<file path="config.mk">
export PLATFORM = sky130hd
export DESIGN_NAME = tc_port_filter
export DESIGN_NICKNAME = d
export VERILOG_FILES = /design/src/rtl/tc_filter_pkg.sv /design/src/rtl/tc_qualify.sv /design/src/rtl/tc_port_decode.sv /design/src/rtl/tc_port_filter.sv
export SDC_FILE = /design/constraint.sdc
export NUM_CORES = 1
export LEC_CHECK = 0
export BUFFER_PORTS_ARGS = -buffer_cell sky130_fd_sc_hd__buf_4
export CAP_MARGIN = 20
export CORE_MARGIN = 1
export CORE_UTILIZATION = 47
export CTS_BUF_LIST = sky130_fd_sc_hd__clkbuf_8
export CTS_CLUSTER_SIZE = 40
export DETAILED_ROUTE_END_ITERATION = 10
export PLACE_DENSITY = 0.86
export SKIP_CTS_REPAIR_TIMING = 1
export SLEW_MARGIN = 20
export SYNTH_ARGS = -nofsm -noshare
export SYNTH_HDL_FRONTEND = slang
export SYNTH_SLANG_ARGS = --single-unit
</file>
<file path="constraint.sdc">
create_clock -name clk -period 2 [get_ports clk]
set_input_delay 0.3 -clock clk [delete_from_list [all_inputs] [get_ports clk]]
set_output_delay 0.3 -clock clk [all_outputs]
set_load 0.1 [all_outputs]
</file>
<file path="src/rtl/tc_filter_pkg.sv">
package tc_filter_pkg;
   localparam int unsigned FLAG_W = 2;

   typedef enum logic [1:0] {
      FLAGS_TIME  = 2'b00,
      FLAGS_RSV1  = 2'b01,
      FLAGS_IRQ   = 2'b10,
      FLAGS_RSV3  = 2'b11
   } flag_code_e;

   function automatic logic flags_ok(input logic [FLAG_W-1:0] flags,
                                     input logic strict);
      return strict ? (flags == FLAGS_TIME) : 1'b1;
   endfunction
endpackage

</file>
<file path="src/rtl/tc_qualify.sv">
module tc_qualify
   import tc_filter_pkg::*;
#(
   parameter int unsigned CODE_W = 8,
   localparam int unsigned VAL_W = CODE_W - FLAG_W
) (
   input  logic [CODE_W-1:0] code,
   input  logic              flag_filt,
   input  logic              irq_dist_en,
   output logic              is_time,
   output logic [FLAG_W-1:0] flags,
   output logic [VAL_W-1:0]  value
);
   logic strict;

   assign flags  = code[CODE_W-1 -: FLAG_W];
   assign value  = code[VAL_W-1:0];
   assign strict = flag_filt | irq_dist_en;

   always_comb begin
      is_time = flags_ok(flags, strict);
   end
endmodule

</file>
<file path="src/rtl/tc_port_decode.sv">
module tc_port_decode #(
   parameter int unsigned NUM_PORTS = 8,
   localparam int unsigned IDX_W = (NUM_PORTS > 1) ? $clog2(NUM_PORTS) : 1
) (
   input  logic [IDX_W-1:0]     idx,
   input  logic [NUM_PORTS-1:0] port_en,
   output logic [NUM_PORTS-1:0] hit,
   output logic                 in_range,
   output logic                 src_en
);
   for (genvar i = 0; i < NUM_PORTS; i++) begin : g_hit
      assign hit[i] = (idx == IDX_W'(i));
   end

   assign in_range = |hit;
   assign src_en   = |(hit & port_en);
endmodule

</file>
<file path="src/rtl/tc_port_filter.sv">
module tc_port_filter
   import tc_filter_pkg::*;
#(
   parameter int unsigned NUM_PORTS = 8,
   parameter int unsigned CODE_W    = 8,
   localparam int unsigned IDX_W = (NUM_PORTS > 1) ? $clog2(NUM_PORTS) : 1,
   localparam int unsigned VAL_W = CODE_W - FLAG_W
) (
   input  logic                 clk,
   input  logic                 rst_n,
   input  logic                 code_vld,
   input  logic [IDX_W-1:0]     code_port,
   input  logic [CODE_W-1:0]    code_data,
   input  logic                 glb_tc_en,
   input  logic [NUM_PORTS-1:0] port_tc_en,
   input  logic                 flag_filt,
   input  logic                 irq_dist_en,
   output logic                 tc_vld,
   output logic [VAL_W-1:0]     tc_value,
   output logic [NUM_PORTS-1:0] tc_fwd_mask,
   output logic [FLAG_W-1:0]    last_flags
);
   if (NUM_PORTS < 2) begin : g_bad_ports
      $error("tc_port_filter: NUM_PORTS must be at least 2");
   end
   if (CODE_W <= FLAG_W) begin : g_bad_width
      $error("tc_port_filter: CODE_W must exceed the flag width");
   end

   logic                 is_time;
   logic [FLAG_W-1:0]    flags;
   logic [VAL_W-1:0]     value;
   logic [NUM_PORTS-1:0] src_hit;
   logic                 in_range;
   logic                 src_en;
   logic                 accept;
   logic [NUM_PORTS-1:0] fwd_next;

   tc_qualify #(.CODE_W(CODE_W)) u_qual (
      .code        (code_data),
      .flag_filt   (flag_filt),
      .irq_dist_en (irq_dist_en),
      .is_time     (is_time),
      .flags       (flags),
      .value       (value)
   );

   tc_port_decode #(.NUM_PORTS(NUM_PORTS)) u_dec (
      .idx      (code_port),
      .port_en  (port_tc_en),
      .hit      (src_hit),
      .in_range (in_range),
      .src_en   (src_en)
   );

   assign accept   = code_vld & glb_tc_en & in_range & src_en & is_time;
   assign fwd_next = port_tc_en & ~src_hit;

   always_ff @(posedge clk or negedge rst_n) begin
      if (!rst_n) begin
         tc_vld      <= 1'b0;
         tc_value    <= '0;
         tc_fwd_mask <= '0;
         last_flags  <= FLAGS_TIME;
      end else begin
         tc_vld      <= accept;
         tc_value    <= accept ? value : '0;
         tc_fwd_mask <= accept ? fwd_next : '0;
         if (accept) begin
            last_flags <= flags;
         end
      end
   end
endmodule

</file>
==> flow_summary.html, run 1 <==
<table>
<tr><th>Metric</th><th>Value</th></tr>
<tr><th colspan="2">Clock network</th></tr>
<tr><td>Sinks on the clock net</td><td>17</td></tr>
<tr><td>Clk pin slew, worst setup/hold paths</td><td>approximately 0.060 ns</td></tr>
<tr><td>Clk buf depth</td><td>2</td></tr>
<tr><td># H-tree levels</td><td>1</td></tr>
<tr><td>Clock latency at the later pin of the worst-skew pair</td><td>0.25 ns</td></tr>
<tr><td>Clk Tree Root Cell</td><td>sky130_fd_sc_hd__clkbuf_8</td></tr>
<tr><td>Clock tree from TritonCTS</td><td>built</td></tr>
<tr><td>Total clock buffers created by CTS</td><td>3</td></tr>
<tr><th colspan="2">Route</th></tr>
<tr><td>DRC errors left</td><td>0</td></tr>
<tr><td>Routed wire length</td><td>1.52 mm</td></tr>
<tr><td>Total vias in the final route</td><td>between 500 and 600</td></tr>
<tr><td>DR WL/cell</td><td>14.4 um</td></tr>
<tr><td>1st-pass router iterations</td><td>4</td></tr>
<tr><td>Average vias per placed instance</td><td>just over 5</td></tr>
<tr><td>Violation count after the first detailed-route iteration</td><td>4</td></tr>
<tr><td>Number of nets still failing antenna checks after routing</td><td>0</td></tr>
<tr><th colspan="2">Pwr</th></tr>
<tr><td>Total power</td><td>0.881 mW</td></tr>
<tr><td>Maximum VDD drop</td><td>around 0.58 mV</td></tr>
<tr><td>Leakage power</td><td>0.589 nW</td></tr>
<tr><td>Power per Cell Area</td><td>between 800 and 900 nW/um^2</td></tr>
<tr><th colspan="2">Placed design</th></tr>
<tr><td>Cell total after placement</td><td>101</td></tr>
<tr><td>Worst setup timing slack at the placement stage</td><td>approximately 0.27 ns</td></tr>
<tr><td>Half-perimeter wire length after placement</td><td>1.17 mm</td></tr>
<tr><td>DP Area</td><td>1010 um^2</td></tr>
<tr><td>Number of input and output port buffers inserted</td><td>about 40</td></tr>
<tr><td>Gp weighted congestion</td><td>0.744</td></tr>
<tr><th colspan="2">Synth</th></tr>
<tr><td>Net count after synthesis</td><td>71</td></tr>
<tr><td>Yosys top cell area share</td><td>60.6%</td></tr>
<tr><td>Synth Register Bits</td><td>17</td></tr>
<tr><td>Sequential cell area fraction in the yosys report</td><td>slightly above 60%</td></tr>
<tr><td>Count of mapped cells out of synthesis</td><td>46</td></tr>
<tr><td>Post-Synthesis Cell Area</td><td>702 um^2</td></tr>
<tr><td>Largest cells by area after synthesis</td><td>sky130_fd_sc_hd__dfrtp_1, sky130_fd_sc_hd__o311a_2, sky130_fd_sc_hd__and2_2</td></tr>
<tr><td>Number of synthesis warnings</td><td>0</td></tr>
<tr><td>Cell type with the highest aggregate area in the netlist</td><td>sky130_fd_sc_hd__dfrtp_1</td></tr>
<tr><td>Top flip-flop cell by instance count after synthesis</td><td>sky130_fd_sc_hd__dfrtp_1</td></tr>
<tr><td>Number of distinct library cells after synthesis</td><td>11</td></tr>
<tr><td>Top post-synthesis cells by count</td><td>sky130_fd_sc_hd__dfrtp_1, sky130_fd_sc_hd__o311a_2, sky130_fd_sc_hd__and2_2, sky130_fd_sc_hd__mux2i_1, sky130_fd_sc_hd__inv_1</td></tr>
<tr><td>Ys async rst share</td><td>100%</td></tr>
<tr><td>Most repeated cell in the gate-level netlist after synthesis</td><td>sky130_fd_sc_hd__dfrtp_1</td></tr>
<tr><td>Avg Cell Area, Syn</td><td>15.3 um^2</td></tr>
<tr><td>Post-synth EDFFs</td><td>0</td></tr>
<tr><th colspan="2">Timing</th></tr>
<tr><td>Setup TNS Final</td><td>0 ns</td></tr>
<tr><td>Final Slew Violations</td><td>0</td></tr>
<tr><td>Worst hold-check slack</td><td>between 0.2 and 0.3 ns</td></tr>
<tr><td>Clock skew</td><td>0 ns</td></tr>
<tr><td>Number of endpoints failing setup at the final stage</td><td>0</td></tr>
<tr><td>RSZ-0062 raised after global routing</td><td>false</td></tr>
<tr><td>Maximum operating frequency</td><td>674 MHz</td></tr>
<tr><td>Share of the cycle needed by the critical path after routing</td><td>74.2%</td></tr>
<tr><td>Slack of the critical path</td><td>0.516 ns</td></tr>
<tr><td>Time the worst path needs with I/O delays and setup</td><td>1.48 ns</td></tr>
<tr><td>Relative slew slack</td><td>81.4%</td></tr>
<tr><td>Least-Margin Pin Slew</td><td>0.281 ns</td></tr>
<tr><td>Final hold violation count</td><td>0</td></tr>
<tr><th colspan="2">Finish</th></tr>
<tr><td>Fraction of final layout cells sized beyond drive strength 1</td><td>69.2%</td></tr>
<tr><td>Antenna Cells</td><td>0</td></tr>
<tr><td>Growth of design area from synthesis to finish</td><td>52.2%</td></tr>
<tr><td>Utilization of the core after routing</td><td>79.1%</td></tr>
<tr><td>Layout Nets</td><td>117</td></tr>
<tr><td>Layout fillers</td><td>92</td></tr>
<tr><td>Final instance area</td><td>approximately 1100 um^2</td></tr>
<tr><td>Number of cells in the finished layout apart from fillers</td><td>106</td></tr>
<tr><th colspan="2">Hold path</th></tr>
<tr><td>Hold/Removal Path Class</td><td>primary input to flip-flop</td></tr>
<tr><td>Hold depth</td><td>2</td></tr>
<tr><th colspan="2">Floorplanning</th></tr>
<tr><td>Floorplan die area</td><td>1650 um^2</td></tr>
<tr><td>Area inside the core boundary</td><td>1350 um^2</td></tr>
<tr><td>Initial cell density of the core</td><td>52.0%</td></tr>
<tr><td>Top Ports</td><td>42</td></tr>
<tr><td>X dimension of the die</td><td>a little over 40 um</td></tr>
<tr><td>Die outline height</td><td>40.6 um</td></tr>
<tr><td>Num rows</td><td>13</td></tr>
<tr><th colspan="2">Setup path</th></tr>
<tr><td>Arr. time, crit path</td><td>1.62 ns</td></tr>
<tr><td>Req. time, crit path</td><td>2.13 ns</td></tr>
<tr><td>Highest fanout seen on the critical path</td><td>9</td></tr>
<tr><td>Category of the critical setup timing path</td><td>primary input to flip-flop</td></tr>
<tr><td>Length in cells of the worst reg-to-reg path</td><td>1</td></tr>
<tr><td>Critical Path Source Type</td><td>primary input</td></tr>
<tr><td>Kind of capture point of the worst setup path</td><td>flip-flop</td></tr>
<tr><th colspan="2">GRT</th></tr>
<tr><td>Aggregate global-route resource usage</td><td>21.7%</td></tr>
<tr><td>Initial antenna violation count</td><td>0</td></tr>
<tr><td>Maximum number of pins on one net before global-route repair</td><td>18</td></tr>
<tr><td>Global route overflow</td><td>0</td></tr>
<tr><td>First-pass GRT wire length</td><td>~2.2 mm</td></tr>
<tr><td>Via count of the first global-routing pass</td><td>around 530</td></tr>
<tr><th colspan="2">Flow run</th></tr>
<tr><td>Number of max-cap violations</td><td>0</td></tr>
<tr><th colspan="2">Status</th></tr>
<tr><td>Status</td><td>complete, no violations</td></tr>
</table>
per-layer routing:
layer	track usage [%]	part of all wire, %	routed length, um
met2	38.9	47	719
met4	12.5	0.66	10
met5	0	0	0
met3	8.15	11	166
met1	20.8	41	626
logic make-up (layout without fill, tap and decap cells):
family                 count (synthesis)  after routing  share of synthesized area (%)
AOI/OAI and AO/OA                      9              9                           13.7
DFF                                   17             17                           60.6
and+or+nand+nor                        8              8                           8.73
muxes                                  7              7                           12.1
buffers and inverters                  5             50                           4.81
power by group:
part           total, mW  switching (mW)  internal [mW]  leakage [nW]
Combinational      0.268           0.188         0.0794         0.330
Clock              0.243           0.107          0.136        0.0269
Sequential         0.371         0.00785          0.363         0.232
Total              0.881           0.303          0.578         0.589
worst paths after layout:
kind                          startpoint             to  slack, ns
setup / recovery            code_port[0]  last_flags[0]       0.52
min in group asynchronous          rst_n         tc_vld       0.44
hold / removal              code_data[2]    tc_value[2]       0.27
max in group asynchronous          rst_n  last_flags[1]       1.37
setup reg to reg           last_flags[0]  last_flags[0]       1.25
hold reg to reg            last_flags[1]  last_flags[1]       0.51
registers in the layout, indices dropped and copies added, names as in the netlist:
name         cells
last_flags       2
tc_fwd_mask      8
tc_value         6
tc_vld           1
critical path, stage by stage:
cell                      delay [ns]
sky130_fd_sc_hd__buf_4          0.15
sky130_fd_sc_hd__mux2i_1        0.14
sky130_fd_sc_hd__mux4_2         0.51
sky130_fd_sc_hd__nor2_4         0.17
sky130_fd_sc_hd__mux2_2         0.35
cell usage in the layout (no fill, tap or decap):
cell type / netlist / final
sky130_fd_sc_hd__mux2_2: 2 / 2
sky130_fd_sc_hd__dfrtp_1: 17 / 17
sky130_fd_sc_hd__nand3_1: 1 / 1
sky130_fd_sc_hd__o311a_2: 8 / 8
sky130_fd_sc_hd__o22ai_1: 1 / 1
sky130_fd_sc_hd__inv_1: 3 / 4
sky130_fd_sc_hd__dlygate4sd3_1: 0 / 1
sky130_fd_sc_hd__clkbuf_8: 0 / 3
sky130_fd_sc_hd__nor2_4: 1 / 1
sky130_fd_sc_hd__and2_2: 6 / 6
sky130_fd_sc_hd__mux4_2: 1 / 1
sky130_fd_sc_hd__buf_4: 0 / 42
sky130_fd_sc_hd__mux2i_1: 4 / 4
final cells by class:
cell class | instances | area, um^2 | area share, %
tap | 15 | 18.8 | 1.76
multi-input combinational | 24 | 243 | 22.7
inverter | 3 | 11.3 | 1.05
timing repair buffer | 43 | 325 | 30.4
clock inverter | 1 | 3.75 | 0.351
sequential | 17 | 425 | 39.8
clock buffer | 3 | 41.3 | 3.86
Note: power is estimated with default switching activity, not from simulation.
==> run 2: changes to the inputs <==
Settings changed: ABC_AREA from default to 1, CORE_UTILIZATION 47 to 45, PLACE_DENSITY 0.86 to 0.8.
Clock period 2 ns to 1.5 ns, I/O delays scaled along.
==> flow_summary.html, run 2 <==
<table>
<tr><th>Metric</th><th>Value</th></tr>
<tr><th colspan="2">GRT</th></tr>
<tr><td>Via count of the first global-routing pass</td><td>approximately 630</td></tr>
<tr><td>Maximum number of pins on one net before global-route repair</td><td>18</td></tr>
<tr><td>First-pass GRT wire length</td><td>2.53 mm</td></tr>
<tr><td>Aggregate global-route resource usage</td><td>17.7%</td></tr>
<tr><td>Global route overflow</td><td>0</td></tr>
<tr><td>Initial antenna violation count</td><td>0</td></tr>
<tr><th colspan="2">Setup path</th></tr>
<tr><td>Arr. time, crit path</td><td>0.93 ns</td></tr>
<tr><td>Req. time, crit path</td><td>1.27 ns</td></tr>
<tr><td>Highest fanout seen on the critical path</td><td>2</td></tr>
<tr><td>Family with the most delay on the worst path</td><td>flip-flops</td></tr>
<tr><td>Delay of the slowest cell on the worst path</td><td>0.38 ns</td></tr>
<tr><td>Kind of capture point of the worst setup path</td><td>primary output</td></tr>
<tr><td>Critical Path Source Type</td><td>flip-flop</td></tr>
<tr><td>Category of the critical setup timing path</td><td>flip-flop to primary output</td></tr>
<tr><td>Buf+Inv Stages, Crit Path</td><td>1</td></tr>
<tr><td>Crit path cell chain</td><td>buf_4</td></tr>
<tr><td>Cell with the largest stage delay on the worst path</td><td>sky130_fd_sc_hd__dfrtp_1</td></tr>
<tr><th colspan="2">Synth</th></tr>
<tr><td>Yosys top cell area share</td><td>53.0%</td></tr>
<tr><td>Ys async rst share</td><td>100%</td></tr>
<tr><td>Largest cells by area after synthesis</td><td>sky130_fd_sc_hd__dfrtp_1, sky130_fd_sc_hd__nand2_1, sky130_fd_sc_hd__o31ai_1</td></tr>
<tr><td>Post-synth EDFFs</td><td>0</td></tr>
<tr><td>Count of mapped cells out of synthesis</td><td>81</td></tr>
<tr><td>Cell type with the highest aggregate area in the netlist</td><td>sky130_fd_sc_hd__dfrtp_1</td></tr>
<tr><td>Number of synthesis warnings</td><td>0</td></tr>
<tr><td>Top flip-flop cell by instance count after synthesis</td><td>sky130_fd_sc_hd__dfrtp_1</td></tr>
<tr><td>Synth Register Bits</td><td>17</td></tr>
<tr><td>Net count after synthesis</td><td>106</td></tr>
<tr><td>Most repeated cell in the gate-level netlist after synthesis</td><td>sky130_fd_sc_hd__dfrtp_1</td></tr>
<tr><td>Top post-synthesis cells by count</td><td>sky130_fd_sc_hd__dfrtp_1, sky130_fd_sc_hd__nand2_1, sky130_fd_sc_hd__nor2_1, sky130_fd_sc_hd__inv_1, sky130_fd_sc_hd__nor2_2</td></tr>
<tr><td>Avg Cell Area, Syn</td><td>9.90 um^2</td></tr>
<tr><td>Post-Synthesis Cell Area</td><td>802 um^2</td></tr>
<tr><td>Sequential cell area fraction in the yosys report</td><td>53.0%</td></tr>
<tr><td>Number of distinct library cells after synthesis</td><td>15</td></tr>
<tr><th colspan="2">Route</th></tr>
<tr><td>Total vias in the final route</td><td>between 600 and 700</td></tr>
<tr><td>1st-pass router iterations</td><td>7</td></tr>
<tr><td>DRC errors left</td><td>5</td></tr>
<tr><td>DR WL/cell</td><td>~11 um</td></tr>
<tr><td>Routed wire length</td><td>1.56 mm</td></tr>
<tr><td>Number of nets still failing antenna checks after routing</td><td>0</td></tr>
<tr><td>Average vias per placed instance</td><td>4.96</td></tr>
<tr><td>Violation count after the first detailed-route iteration</td><td>10</td></tr>
<tr><th colspan="2">Hold path</th></tr>
<tr><td>Hold/Removal Path Class</td><td>primary input to flip-flop</td></tr>
<tr><th colspan="2">Clock network</th></tr>
<tr><td>Clock latency at the later pin of the worst-skew pair</td><td>0.25 ns</td></tr>
<tr><td>Clk Tree Root Cell</td><td>sky130_fd_sc_hd__clkbuf_8</td></tr>
<tr><td>Clk buf depth</td><td>2</td></tr>
<tr><td># H-tree levels</td><td>1</td></tr>
<tr><td>Clock tree from TritonCTS</td><td>built</td></tr>
<tr><td>Total clock buffers created by CTS</td><td>3</td></tr>
<tr><td>Sinks on the clock net</td><td>17</td></tr>
<tr><td>Clk pin slew, worst setup/hold paths</td><td>approximately 0.060 ns</td></tr>
<tr><th colspan="2">Timing</th></tr>
<tr><td>Number of endpoints failing setup at the final stage</td><td>0</td></tr>
<tr><td>Setup TNS Final</td><td>0 ns</td></tr>
<tr><td>Clock skew</td><td>0 ns</td></tr>
<tr><td>Maximum operating frequency</td><td>864 MHz</td></tr>
<tr><td>Time the worst path needs with I/O delays and setup</td><td>1.16 ns</td></tr>
<tr><td>Final hold violation count</td><td>0</td></tr>
<tr><td>RSZ-0062 raised after global routing</td><td>false</td></tr>
<tr><td>Share of the cycle needed by the critical path after routing</td><td>77.1%</td></tr>
<tr><td>Worst hold-check slack</td><td>0.199 ns</td></tr>
<tr><td>Final Slew Violations</td><td>0</td></tr>
<tr><td>Slack of the critical path</td><td>0.343 ns</td></tr>
<tr><td>Relative slew slack</td><td>71.1%</td></tr>
<tr><td>Least-Margin Pin Slew</td><td>0.430 ns</td></tr>
<tr><th colspan="2">Pwr</th></tr>
<tr><td>Total power</td><td>about 1.2 mW</td></tr>
<tr><td>Power per Cell Area</td><td>1030 nW/um^2</td></tr>
<tr><td>Leakage power</td><td>0.649 nW</td></tr>
<tr><td>Maximum VDD drop</td><td>between 0.4 and 0.5 mV</td></tr>
<tr><th colspan="2">Finish</th></tr>
<tr><td>Most frequent cells in the layout</td><td>sky130_fd_sc_hd__buf_4, sky130_fd_sc_hd__dfrtp_1, sky130_fd_sc_hd__nand2_1</td></tr>
<tr><td>Most common library cell in the layout ignoring fill and taps</td><td>sky130_fd_sc_hd__buf_4</td></tr>
<tr><td>Largest Register</td><td>tc_fwd_mask</td></tr>
<tr><td>Utilization of the core after routing</td><td>71.7%</td></tr>
<tr><td>Final instance area</td><td>1130 um^2</td></tr>
<tr><td>Layout fillers</td><td>123</td></tr>
<tr><td>Growth of design area from synthesis to finish</td><td>41.0%</td></tr>
<tr><td>Fraction of final layout cells sized beyond drive strength 1</td><td>48.0%</td></tr>
<tr><td>Max reg flops</td><td>8</td></tr>
<tr><td>Layout Nets</td><td>149</td></tr>
<tr><td>Largest registers</td><td>tc_fwd_mask (8), tc_value (6), last_flags (2)</td></tr>
<tr><td>Antenna Cells</td><td>0</td></tr>
<tr><td>Number of cells in the finished layout apart from fillers</td><td>139</td></tr>
<tr><th colspan="2">Floorplanning</th></tr>
<tr><td>Initial cell density of the core</td><td>50.9%</td></tr>
<tr><td>Floorplan die area</td><td>1950 um^2</td></tr>
<tr><td>Die outline height</td><td>44.2 um</td></tr>
<tr><td>X dimension of the die</td><td>44.2 um</td></tr>
<tr><td>Area inside the core boundary</td><td>between 1500 and 2000 um^2</td></tr>
<tr><td>Top Ports</td><td>42</td></tr>
<tr><td>Num rows</td><td>14</td></tr>
<tr><th colspan="2">Status</th></tr>
<tr><td>Status</td><td>complete, but fails checks</td></tr>
<tr><td>Violations in the final reports</td><td>design-rule violations</td></tr>
<tr><th colspan="2">Placed design</th></tr>
<tr><td>Gp weighted congestion</td><td>0.702</td></tr>
<tr><td>Number of input and output port buffers inserted</td><td>41</td></tr>
<tr><td>Cell total after placement</td><td>approximately 130</td></tr>
<tr><td>Half-perimeter wire length after placement</td><td>1.25 mm</td></tr>
<tr><td>Worst setup timing slack at the placement stage</td><td>between 0.2 and 0.25 ns</td></tr>
<tr><td>DP Area</td><td>between 1000 and 1500 um^2</td></tr>
<tr><th colspan="2">Flow run</th></tr>
<tr><td>Number of max-cap violations</td><td>0</td></tr>
</table>
run 2: cell types whose count changed in the layout (fill, tap and decap cells not counted), sizes merged, moves of 2 or more:
cell   change
o311a      -8
nand3      +3
mux2i      -4
nand4      +6
mux2       -2
nor2      +17
and2       -6
nand2     +15
o31ai      +6
inv        +7
run 2: metal layers:
metal / up-vias / routed length [um] / track usage [%] / part of all wire [%]
met5: - / 0 / 0 / 0
met4: 0 / 12 / 9.09 / 0.77
met2: 34 / 797 / 31.8 / 51
met3: 2 / 141 / 4.08 / 9.1
met1: 309 / 604 / 19.4 / 39
li1: 344 / - / - / -
run 2: worst reg2reg max path, cell delays in order, from the launching register on:
cell                      delay (ns)
sky130_fd_sc_hd__dfrtp_1        0.40
sky130_fd_sc_hd__nand2_1        0.08
sky130_fd_sc_hd__nand2_1        0.06
run 2: logic make-up after synthesis:
group,share of synthesized area (%)
AND/OR/NAND/NOR,28.9
flip-flops,53.0
AO/OA/AOI/OAI,6.71
buffers and inverters,11.4
run 2: layout make-up:
cell class              instances  area [um^2]  area share [%]
clock buffers                   3         41.3            3.65
inverters                      10         37.5            3.32
well taps                      16         20.0            1.77
clock inverters                 1         3.75           0.332
multi-input cells              50          285            25.2
repair buffers                 42          318            28.1
flip-flops and latches         17          425            37.6
run 2: report_power, final:
| part | total [mW] | internal [mW] | switching [mW] |
|---|---|---|---|
| Clock | 0.319 | 0.181 | 0.138 |
| Combinational | 0.352 | 0.0954 | 0.257 |
| Sequential | 0.496 | 0.482 | 0.0141 |
| Total | 1.17 | 0.758 | 0.409 |
run 2: path summary, 6_finish.rpt:
kind                            cells after the start       endpoint  slack, ns          start
worst max register to register                      2  last_flags[0]       0.85  last_flags[0]
worst min register to register                      2  last_flags[1]       0.50  last_flags[1]
worst max-delay path                                1  last_flags[0]       0.34  last_flags[0]
worst min-delay path                                3    tc_value[1]       0.20   code_data[1]
max in group asynchronous                           2    tc_value[5]       0.96          rst_n
min in group asynchronous                           2    tc_value[4]       0.37          rst_n
==> run 3: changes to the inputs <==
Settings changed: CORE_UTILIZATION 45 to 41, PLACE_DENSITY 0.8 to 0.77.
Clock period 1.5 ns to 0.9 ns, I/O delays scaled along.
==> flow_summary.html, run 3 (same netlist as run 2, synthesis figures left out) <==
<table>
<tr><th>Metric</th><th>Value</th></tr>
<tr><th colspan="2">Setup path</th></tr>
<tr><td>Length in cells of the worst reg-to-reg path</td><td>3</td></tr>
<tr><td>Family with the most delay on the worst path</td><td>flip-flops</td></tr>
<tr><td>Buf+Inv Stages, Crit Path</td><td>1</td></tr>
<tr><td>Crit path cell chain</td><td>buf_12</td></tr>
<tr><td>Category of the critical setup timing path</td><td>flip-flop to primary output</td></tr>
<tr><td>Launching point of the worst reg2reg path</td><td>last_flags[0]</td></tr>
<tr><td>Endpoint of the most critical setup path</td><td>last_flags[0]</td></tr>
<tr><td>Arr. time, crit path</td><td>between 0.8 and 0.9 ns</td></tr>
<tr><td>Highest fanout seen on the critical path</td><td>2</td></tr>
<tr><td>Critical Path Source Type</td><td>flip-flop</td></tr>
<tr><td>Kind of capture point of the worst setup path</td><td>primary output</td></tr>
<tr><td>Req. time, crit path</td><td>0.76 ns</td></tr>
<tr><td>Reg2reg setup slack</td><td>0.14 ns</td></tr>
<tr><td>Number of stages on the worst setup path</td><td>1</td></tr>
<tr><td>Cell with the largest stage delay on the worst path</td><td>sky130_fd_sc_hd__dfrtp_2</td></tr>
<tr><td>Beginning of the critical path</td><td>last_flags[0]</td></tr>
<tr><td>Reg-to-Reg End</td><td>last_flags[0]</td></tr>
<tr><td>Delay of the slowest cell on the worst path</td><td>~0.43 ns</td></tr>
<tr><th colspan="2">Placed design</th></tr>
<tr><td>Half-perimeter wire length after placement</td><td>1.46 mm</td></tr>
<tr><td>DP Area</td><td>approximately 1200 um^2</td></tr>
<tr><td>Number of input and output port buffers inserted</td><td>41</td></tr>
<tr><td>Gp weighted congestion</td><td>0.755</td></tr>
<tr><th colspan="2">Timing</th></tr>
<tr><td>Final Slew Violations</td><td>0</td></tr>
<tr><td>Maximum operating frequency</td><td>approximately 1000 MHz</td></tr>
<tr><td>Number of endpoints failing setup at the final stage</td><td>18</td></tr>
<tr><td>Setup TNS Final</td><td>-1.09 ns</td></tr>
<tr><td>Clock skew</td><td>0 ns</td></tr>
<tr><td>Final hold violation count</td><td>0</td></tr>
<tr><td>RSZ-0062 raised after global routing</td><td>true</td></tr>
<tr><td>Least-Margin Pin Slew</td><td>0.366 ns</td></tr>
<tr><td>Relative slew slack</td><td>75.4%</td></tr>
<tr><td>Time the worst path needs with I/O delays and setup</td><td>0.981 ns</td></tr>
<tr><td>Share of the cycle needed by the critical path after routing</td><td>109%</td></tr>
<tr><td>Slack of the critical path</td><td>-0.0805 ns</td></tr>
<tr><th colspan="2">Hold path</th></tr>
<tr><td>Hold/Removal Path Class</td><td>primary input to flip-flop</td></tr>
<tr><td>Launch point of the worst hold path</td><td>code_data[3]</td></tr>
<tr><th colspan="2">Pwr</th></tr>
<tr><td>Seq pwr share</td><td>between 30% and 40%</td></tr>
<tr><td>Switch share</td><td>34.6%</td></tr>
<tr><td>Leakage power</td><td>between 0.7 and 0.8 nW</td></tr>
<tr><td>Maximum VDD drop</td><td>0.925 mV</td></tr>
<tr><td>Power per Cell Area</td><td>1480 nW/um^2</td></tr>
<tr><td>Clock share of power</td><td>24.8%</td></tr>
<tr><td>Total net switching power</td><td>between 0.7 and 0.8 mW</td></tr>
<tr><td>Internal power contribution</td><td>1.42 mW</td></tr>
<tr><td>Share of power burned in combinational logic</td><td>36.1%</td></tr>
<tr><th colspan="2">Floorplanning</th></tr>
<tr><td>Area inside the core boundary</td><td>about 1800 um^2</td></tr>
<tr><td>Die outline height</td><td>46.2 um</td></tr>
<tr><td>Floorplan die area</td><td>about 2100 um^2</td></tr>
<tr><td>Num rows</td><td>15</td></tr>
<tr><td>Initial cell density of the core</td><td>45.0%</td></tr>
<tr><td>Top Ports</td><td>42</td></tr>
<tr><td>X dimension of the die</td><td>46.2 um</td></tr>
<tr><th colspan="2">GRT</th></tr>
<tr><td>First-pass GRT wire length</td><td>around 2.5 mm</td></tr>
<tr><td>Initial antenna violation count</td><td>0</td></tr>
<tr><td>Global route overflow</td><td>0</td></tr>
<tr><td>Met3 layer usage reported by global route</td><td>3.92%</td></tr>
<tr><td>Aggregate global-route resource usage</td><td>16.5%</td></tr>
<tr><td>Met2 GRT Util</td><td>a little under a third</td></tr>
<tr><td>Maximum number of pins on one net before global-route repair</td><td>18</td></tr>
<tr><td>Global-route met1 utilization</td><td>19.4%</td></tr>
<tr><td>Via count of the first global-routing pass</td><td>612</td></tr>
<tr><td>Gr busiest metal</td><td>met2</td></tr>
<tr><th colspan="2">Finish</th></tr>
<tr><td>Layout Nets</td><td>160</td></tr>
<tr><td>Utilization of the core after routing</td><td>around 82%</td></tr>
<tr><td>Final instance area</td><td>~1500 um^2</td></tr>
<tr><td>Fraction of final layout cells sized beyond drive strength 1</td><td>between 70 and 80%</td></tr>
<tr><td>Most frequent cells in the layout</td><td>sky130_fd_sc_hd__buf_4, sky130_fd_sc_hd__dfrtp_2, sky130_fd_sc_hd__nor2_2</td></tr>
<tr><td>Max reg flops</td><td>8</td></tr>
<tr><td>Largest Register</td><td>tc_fwd_mask</td></tr>
<tr><td>Largest registers</td><td>tc_fwd_mask (8), tc_value (6), last_flags (2)</td></tr>
<tr><td>Growth of design area from synthesis to finish</td><td>83.3%</td></tr>
<tr><td>Most common library cell in the layout ignoring fill and taps</td><td>sky130_fd_sc_hd__buf_4</td></tr>
<tr><td>Antenna Cells</td><td>0</td></tr>
<tr><th colspan="2">Clock network</th></tr>
<tr><td># H-tree levels</td><td>1</td></tr>
<tr><td>Clk pin slew, worst setup/hold paths</td><td>approximately 0.06 ns</td></tr>
<tr><td>Clock latency at the later pin of the worst-skew pair</td><td>roughly 0.24 ns</td></tr>
<tr><td>Clk Tree Root Cell</td><td>sky130_fd_sc_hd__clkbuf_8</td></tr>
<tr><td>Sinks on the clock net</td><td>17</td></tr>
<tr><td>Total clock buffers created by CTS</td><td>3</td></tr>
<tr><td>Clk buf depth</td><td>2</td></tr>
<tr><td>Clock tree from TritonCTS</td><td>built</td></tr>
<tr><th colspan="2">Route</th></tr>
<tr><td>Number of nets still failing antenna checks after routing</td><td>0</td></tr>
<tr><td>Average vias per placed instance</td><td>between 4 and 5</td></tr>
<tr><td>DR WL/cell</td><td>around 16 um</td></tr>
<tr><td>Routed wire length</td><td>2.54 mm</td></tr>
<tr><td>Violation count after the first detailed-route iteration</td><td>8</td></tr>
<tr><td>1st-pass router iterations</td><td>4</td></tr>
<tr><td>DRC errors left</td><td>0</td></tr>
<tr><td>Total vias in the final route</td><td>approximately 780</td></tr>
<tr><th colspan="2">Status</th></tr>
<tr><td>Violations in the final reports</td><td>negative setup slack</td></tr>
<tr><td>Status</td><td>complete, but fails checks</td></tr>
<tr><th colspan="2">Flow run</th></tr>
<tr><td>Number of max-cap violations</td><td>0</td></tr>
</table>
[run 3: cell types whose count changed in the layout (fill, tap and decap cells not counted), moves of 3 or more]
cell	previous run	this run
sky130_fd_sc_hd__buf_12	0	10
sky130_fd_sc_hd__buf_4	41	30
sky130_fd_sc_hd__buf_6	0	9
sky130_fd_sc_hd__dfrtp_1	17	0
sky130_fd_sc_hd__dfrtp_2	0	17
sky130_fd_sc_hd__inv_2	3	0
sky130_fd_sc_hd__nor2_1	8	2
sky130_fd_sc_hd__nor2_2	7	13
[run 3: metrics by stage]
step           power [mW]  hold slack [ns]  setup WS, ns  instances
3_5_place_dp         1.47          0.00154        -0.206        151
2_1_floorplan        1.27           -0.161       -0.0910         81
3_3_place_gp         1.46       -0.0000926        -0.187        151
5_1_grt              2.26            0.128        -0.105        159
6_report             2.17            0.129       -0.0805        159
4_1_cts              1.98           -0.256        -0.121        155
[run 3: worst min path at each step]
stage | to | slack (ns) | cells after the start
after floorplan | last_flags[0] | -0.16 | 0
after global placement | tc_value[5] | -0.00009 | 1
after detailed placement | tc_value[5] | 0.002 | 1
after CTS | tc_value[5] | -0.26 | 1
after global routing | tc_value[3] | 0.13 | 3
final | tc_value[3] | 0.13 | 3
[run 3: power groups by stage]
stage | combinational [mW] | sequential [mW] | clock [mW]
after global placement | 0.619 | 0.843 | 0
after CTS | 0.630 | 0.827 | 0.526
after global routing | 0.812 | 0.852 | 0.594
final | 0.783 | 0.850 | 0.538
after detailed placement | 0.629 | 0.841 | 0
after floorplan | 0.149 | 1.12 | 0
[run 3: layer usage]
metal  part of all wire, %  up-vias
li1                      -      365
met1                    40      377
met2                    53       37
met3                   6.3        2
met4                  0.83        0
met5                     0        -
[run 3: final cells by class]
type                            count  area, um^2
Multi-Input combinational cell     50         308
Tap cell                           25        31.3
Fill cell                          97         313
Timing Repair Buffer               53         592
Clock inverter                      1        3.75
Clock buffer                        3        41.3
Sequential cell                    17         447
Inverter                           10        47.5
